===== config.mk =====
export PLATFORM = sky130hd
export DESIGN_NAME = crc16_serial
export DESIGN_NICKNAME = d
export VERILOG_FILES = /design/src/rtl/crc16_pkg.sv /design/src/rtl/crc_lfsr_int.sv /design/src/rtl/crc_lfsr_ext.sv /design/src/rtl/crc16_serial.sv
export SDC_FILE = /design/constraint.sdc
export NUM_CORES = 1
export LEC_CHECK = 0
export BUFFER_PORTS_ARGS = -buffer_cell sky130_fd_sc_hd__buf_2
export CORE_MARGIN = 3
export CORE_UTILIZATION = 55
export CTS_CLUSTER_SIZE = 12
export DETAILED_ROUTE_END_ITERATION = 10
export PLACE_DENSITY = 0.76
export SLEW_MARGIN = 10
export SYNTH_ARGS = -nofsm -noshare
export SYNTH_HDL_FRONTEND = slang
export SYNTH_HIERARCHICAL = 1
export SYNTH_SLANG_ARGS = --single-unit

===== constraint.sdc =====
create_clock -name clk -period 2.7 [get_ports clk]
set_clock_uncertainty 0.15 [all_clocks]
set_input_delay 0.27 -clock clk [delete_from_list [all_inputs] [get_ports clk]]
set_output_delay 0.27 -clock clk [all_outputs]
set_load 0.05 [all_outputs]

===== src/rtl/crc16_pkg.sv =====
package crc16_pkg;
  localparam int          CRC_W     = 16;
  localparam logic [15:0] CRC_POLY  = 16'h1021;

  typedef enum logic [1:0] {
    ST_IDLE  = 2'd0,
    ST_RUN   = 2'd1,
    ST_SHIFT = 2'd2,
    ST_FIN   = 2'd3
  } crc_state_e;
endpackage


===== src/rtl/crc_lfsr_int.sv =====
// Stage-XOR divider: the feedback bit fans out to every tap position.
module crc_lfsr_int #(
  parameter int           W    = 16,
  parameter logic [W-1:0] POLY = 16'h1021
) (
  input  logic         clk,
  input  logic         rst,
  input  logic         clr_i,
  input  logic         en_i,
  input  logic         din_i,
  output logic [W-1:0] rem_o
);
  logic [W-1:0] r_q;
  logic         fb;

  assign fb = din_i ^ r_q[W-1];

  always_ff @(posedge clk) begin
    if (rst || clr_i) begin
      r_q <= '0;
    end else if (en_i) begin
      r_q <= {r_q[W-2:0], 1'b0} ^ ({W{fb}} & POLY);
    end
  end

  assign rem_o = r_q;
endmodule


===== src/rtl/crc_lfsr_ext.sv =====
// Single-feedback divider: one XOR tree closes the loop, the chain holds
// the history of feedback bits, and the remainder is rebuilt from it.
module crc_lfsr_ext #(
  parameter int           W    = 16,
  parameter logic [W-1:0] POLY = 16'h1021
) (
  input  logic         clk,
  input  logic         rst,
  input  logic         clr_i,
  input  logic         en_i,
  input  logic         din_i,
  output logic [W-1:0] rem_o
);
  // hist_q[j] is the feedback bit from j+1 enabled steps ago
  logic [W-1:0]          hist_q;
  logic [W-1:0]          tap_v;
  logic [W-1:0][W-1:0]   term_m;
  logic                  fb;

  for (genvar gi = 0; gi < W; gi++) begin : g_tap
    assign tap_v[gi] = POLY[gi] & hist_q[W-1-gi];
  end

  assign fb = din_i ^ (^tap_v);

  always_ff @(posedge clk) begin
    if (rst || clr_i) begin
      hist_q <= '0;
    end else if (en_i) begin
      hist_q <= {hist_q[W-2:0], fb};
    end
  end

  for (genvar gi = 0; gi < W; gi++) begin : g_rem
    for (genvar gp = 0; gp < W; gp++) begin : g_term
      if (gp <= gi) begin : g_on
        assign term_m[gi][gp] = POLY[gp] & hist_q[gi-gp];
      end else begin : g_off
        assign term_m[gi][gp] = 1'b0;
      end
    end
    assign rem_o[gi] = ^term_m[gi];
  end
endmodule


===== src/rtl/crc16_serial.sv =====
module crc16_serial
  import crc16_pkg::*;
#(
  parameter int             WIDTH    = CRC_W,
  parameter logic [WIDTH-1:0] POLY   = CRC_POLY,
  parameter bit             EXT_FORM = 1'b0
) (
  input  logic clk,
  input  logic rst,
  input  logic start_i,
  input  logic mode_chk_i,
  input  logic bit_valid_i,
  input  logic bit_i,
  input  logic bit_last_i,
  output logic crc_bit_o,
  output logic crc_valid_o,
  output logic done_o,
  output logic err_o
);
  localparam int                CNT_W = $clog2(WIDTH);
  localparam logic [CNT_W-1:0]  LAST_IDX = CNT_W'(WIDTH - 1);

  crc_state_e       state_q;
  logic             mode_q;
  logic [CNT_W-1:0] cnt_q;
  logic [WIDTH-1:0] rem;
  logic             take_bit;

  assign take_bit = (state_q == ST_RUN) && bit_valid_i && !start_i;

  if (EXT_FORM) begin : g_ext
    crc_lfsr_ext #(.W(WIDTH), .POLY(POLY)) lfsr_i (
      .clk(clk), .rst(rst), .clr_i(start_i),
      .en_i(take_bit), .din_i(bit_i), .rem_o(rem)
    );
  end else begin : g_int
    crc_lfsr_int #(.W(WIDTH), .POLY(POLY)) lfsr_i (
      .clk(clk), .rst(rst), .clr_i(start_i),
      .en_i(take_bit), .din_i(bit_i), .rem_o(rem)
    );
  end

  always_ff @(posedge clk) begin
    if (rst) begin
      state_q     <= ST_IDLE;
      mode_q      <= 1'b0;
      cnt_q       <= '0;
      crc_bit_o   <= 1'b0;
      crc_valid_o <= 1'b0;
      done_o      <= 1'b0;
      err_o       <= 1'b0;
    end else if (start_i) begin
      state_q     <= ST_RUN;
      mode_q      <= mode_chk_i;
      cnt_q       <= '0;
      crc_bit_o   <= 1'b0;
      crc_valid_o <= 1'b0;
      done_o      <= 1'b0;
      err_o       <= 1'b0;
    end else begin
      case (state_q)
        ST_RUN: begin
          if (bit_valid_i && bit_last_i) begin
            state_q <= mode_q ? ST_FIN : ST_SHIFT;
            cnt_q   <= '0;
          end
        end
        ST_SHIFT: begin
          crc_valid_o <= 1'b1;
          crc_bit_o   <= rem[LAST_IDX - cnt_q];
          if (cnt_q == LAST_IDX) begin
            state_q <= ST_FIN;
          end else begin
            cnt_q <= cnt_q + 1'b1;
          end
        end
        ST_FIN: begin
          crc_valid_o <= 1'b0;
          crc_bit_o   <= 1'b0;
          done_o      <= 1'b1;
          err_o       <= mode_q & (|rem);
          state_q     <= ST_IDLE;
        end
        default: ;
      endcase
    end
  end
endmodule


==> flow_summary.yaml <==
outcome:
  status: "complete, no violations"
timing:
  tns_ns: 0
  min_period_ns: 1.72
  max_freq_mhz: 582
  holdWs_ns: 0.0387
  slew_violations: 0
  tightest_slew_ns: 0.475
  finalHoldViolations: 0
  setup_viol: 0
  rsz0062_at_grt: "false"
  maxSlewHeadroom_pct: 68.3
  period_share_pct: 63.7
synth:
  synth_area_leader_cell: "dfxtp_1"
  synth_edf_count: 0
  ys.flop_type: "dfxtp_1"
  synth.yosys.warnings: 6
  avgSynthCellArea_sq_um: 9.55
  synth_cells: 137
  yosysUniqueCellTypes: 37
  ys_ff_latch: 27
  synth_area_sq_um: 1310
  synth.top_cell.area_share_pct: 41.3
  yosysSeqAreaShare_pct: 41.3
  synth_area_leaders: "dfxtp_1, mux2i_1, nor2_1"
  synth_fp_nets: 145
  synthArstFlopShare_pct: 0
power_and_ir_drop:
  ir_drop_v: 0.000315
  p_seq_share_pct: 66.3
  swShare_pct: 22.8
  p_int_uw: 472
  pwr-share-comb_pct: 5.9
  p_switching_uw: 139
  p_leak_uw: 0.000493
  pwr_density_cell_nw_per_um2: 445
  pwr-share-clk_pct: 27.8
critical_path:
  r2r_setup_slack_ns: 0.98
  r2r_end: "cnt_q[0]"
  cp-end-kind: "register"
  critPathKind: "register to register"
  worstReg2RegStart: "cnt_q[1]"
  crit_fanout: 10
  start_kind: "register"
  required_ns: 2.82
  critPathArrivalTime_ns: 1.84
  reg2reg_depth: 5
global_routing:
  grt_pass1_vias: 952
  overflow: 0
  track_usage_pct: 18.4
  grt_max_degree: 22
  antenna_found_initial: 0
  grt_pass1_wl_mm: 4.00
hold_path:
  holdPathStages: 3
  worstHoldEndpoint: "mode_q"
  hold_path.class: "primary input to register"
  min_from: "mode_chk_i"
floorplan:
  die_y_um: 54.8
  coreArea_sq_um: 2230
  core.rowCount: 17
  dieArea_sq_um: 3000
  die_x_um: 54.8
  start_util_pct: 58.6
  io_pins: 11
clocking:
  ctsResizeCount: 0
  clkLatencyLatePin_ns: 0.32
  path_clk_slew_ns: 0.14
  htreeDepth: 1
  cts_setup_buffers: 0
  holdBufCountCts: 1
  cts_sinks: 27
  cts_tree: "built"
  cts_buffers: 3
  clockBufferDepth: 2
  root_buffer: "clkbuf_4"
placement:
  dpl.cell_count: 168
  io_buffers: 10
  dp_hpwl_mm: 1.73
  globalplace.congestion: 0.872
  dpl_cell_area_sq_um: 1340
drt:
  drt_first_iter_violations: 8
  dr.pass1.iters: 4
  vias: 999
  drt_wl_total_mm: 2.32
  drc_errors: 0
  ant_nets: 0
  vias_per_cell: 5.77
  post_drt_wl_per_cell_um: 13.4
finish:
  drive_gt1_share_pct: 13.8
  final_cell_area_sq_um: 1370
  insertedDiodeCount: 0
  layout_commonest_cell: "dfxtp_1"
  final_nets: 154
  finalNonFillerCells: 173
  final_cell_mix: "dfxtp_1, nor2_1, mux2i_1"
  syn2layout_area_growth_pct: 4.88
flow_run:
  drv_cap: 0
## metal layers
| metal | part of all wire (%) | track usage (%) | vias up |
|---|---|---|---|
| li1 | - | - | 509 |
| met1 | 50 | 25.8 | 470 |
| met2 | 46 | 27.0 | 14 |
| met3 | 1.9 | 2.45 | 6 |
| met4 | 2.4 | 10.4 | 0 |
| met5 | 0 | 0 | - |
## stage by stage
step	util [%]	setup WS [ns]	total power (uW)
after detailed placement	59.8	0.996	449
after CTS	61.5	0.970	616
after global routing	61.5	0.834	638
after global placement	59.8	1.07	448
after floorplan	-	1.13	440
final	61.5	0.981	611
## cells by family (layout without fill, tap and decap cells)
family / after synthesis / in the layout / share of synthesized area, %
AOI/OAI and AO/OA: 10 / 10 / 5.07
xor gates and xnor gates: 4 / 4 / 2.68
adders and majority gates: 1 / 1 / 0.956
buffers and inverters: 8 / 16 / 5.07
DFF: 27 / 27 / 41.3
muxes: 20 / 20 / 17.7
and+or+nand+nor: 67 / 67 / 27.2
## Yosys cell counts (2+ instances only)
cell type	count
nand2_1	6
nand2b_1	2
nor2b_1	2
nand3_1	8
nand3b_1	4
buf_2	2
mux2i_1	16
or2_1	2
a21oi_1	5
xor2_1	3
dfxtp_1	27
buf_6	4
nand4_1	4
nor2_1	24
nand4b_1	3
nor4_1	4
## worst max-delay path by stage
| stage | from | to | slack [ns] | depth (start not counted) |
|---|---|---|---|---|
| floorplan | cnt_q[1] | crc_bit_o | 1.13 | 5 |
| global route | cnt_q[1] | crc_bit_o | 0.83 | 4 |
| CTS | cnt_q[1] | cnt_q[0] | 0.97 | 5 |
| detailed placement | cnt_q[1] | cnt_q[0] | 1.0 | 5 |
| global placement | cnt_q[1] | crc_bit_o | 1.07 | 4 |
| finish | cnt_q[1] | cnt_q[0] | 0.98 | 5 |
## flip-flops by register name, indices dropped and copies added (netlist names)
name                count
done_o                  1
g_int.lfsr_i/rem_o     16
crc_bit_o               1
state_q                 2
cnt_q                   4
mode_q                  1
err_o                   1
crc_valid_o             1
## critical path, stage by stage, from the launching register on
cell	delay (ns)
dfxtp_1	0.57
ha_1	0.24
nand3_1	0.16
nand2_1	0.14
mux2_1	0.33
nor2_1	0.08
## final cells by class
class / instances / area (sq um)
Multi-Input combinational cell: 102 / 702
Timing Repair Buffer: 12 / 67.6
Tap cell: 28 / 35.0
Clock buffer: 3 / 22.5
Sequential cell: 27 / 541
Clock inverter: 1 / 5.00
Fill cell: 216 / 861
## power groups by stage
stage / clock [uW] / sequential (uW) / combinational (uW)
floorplan: 0 / 413 / 27.3
global placement: 0 / 414 / 34.1
detailed placement: 0 / 414 / 34.9
CTS: 175 / 405 / 36.0
global route: 192 / 406 / 40.6
finish: 170 / 405 / 35.9
Note: power is estimated with default switching activity, not from simulation.
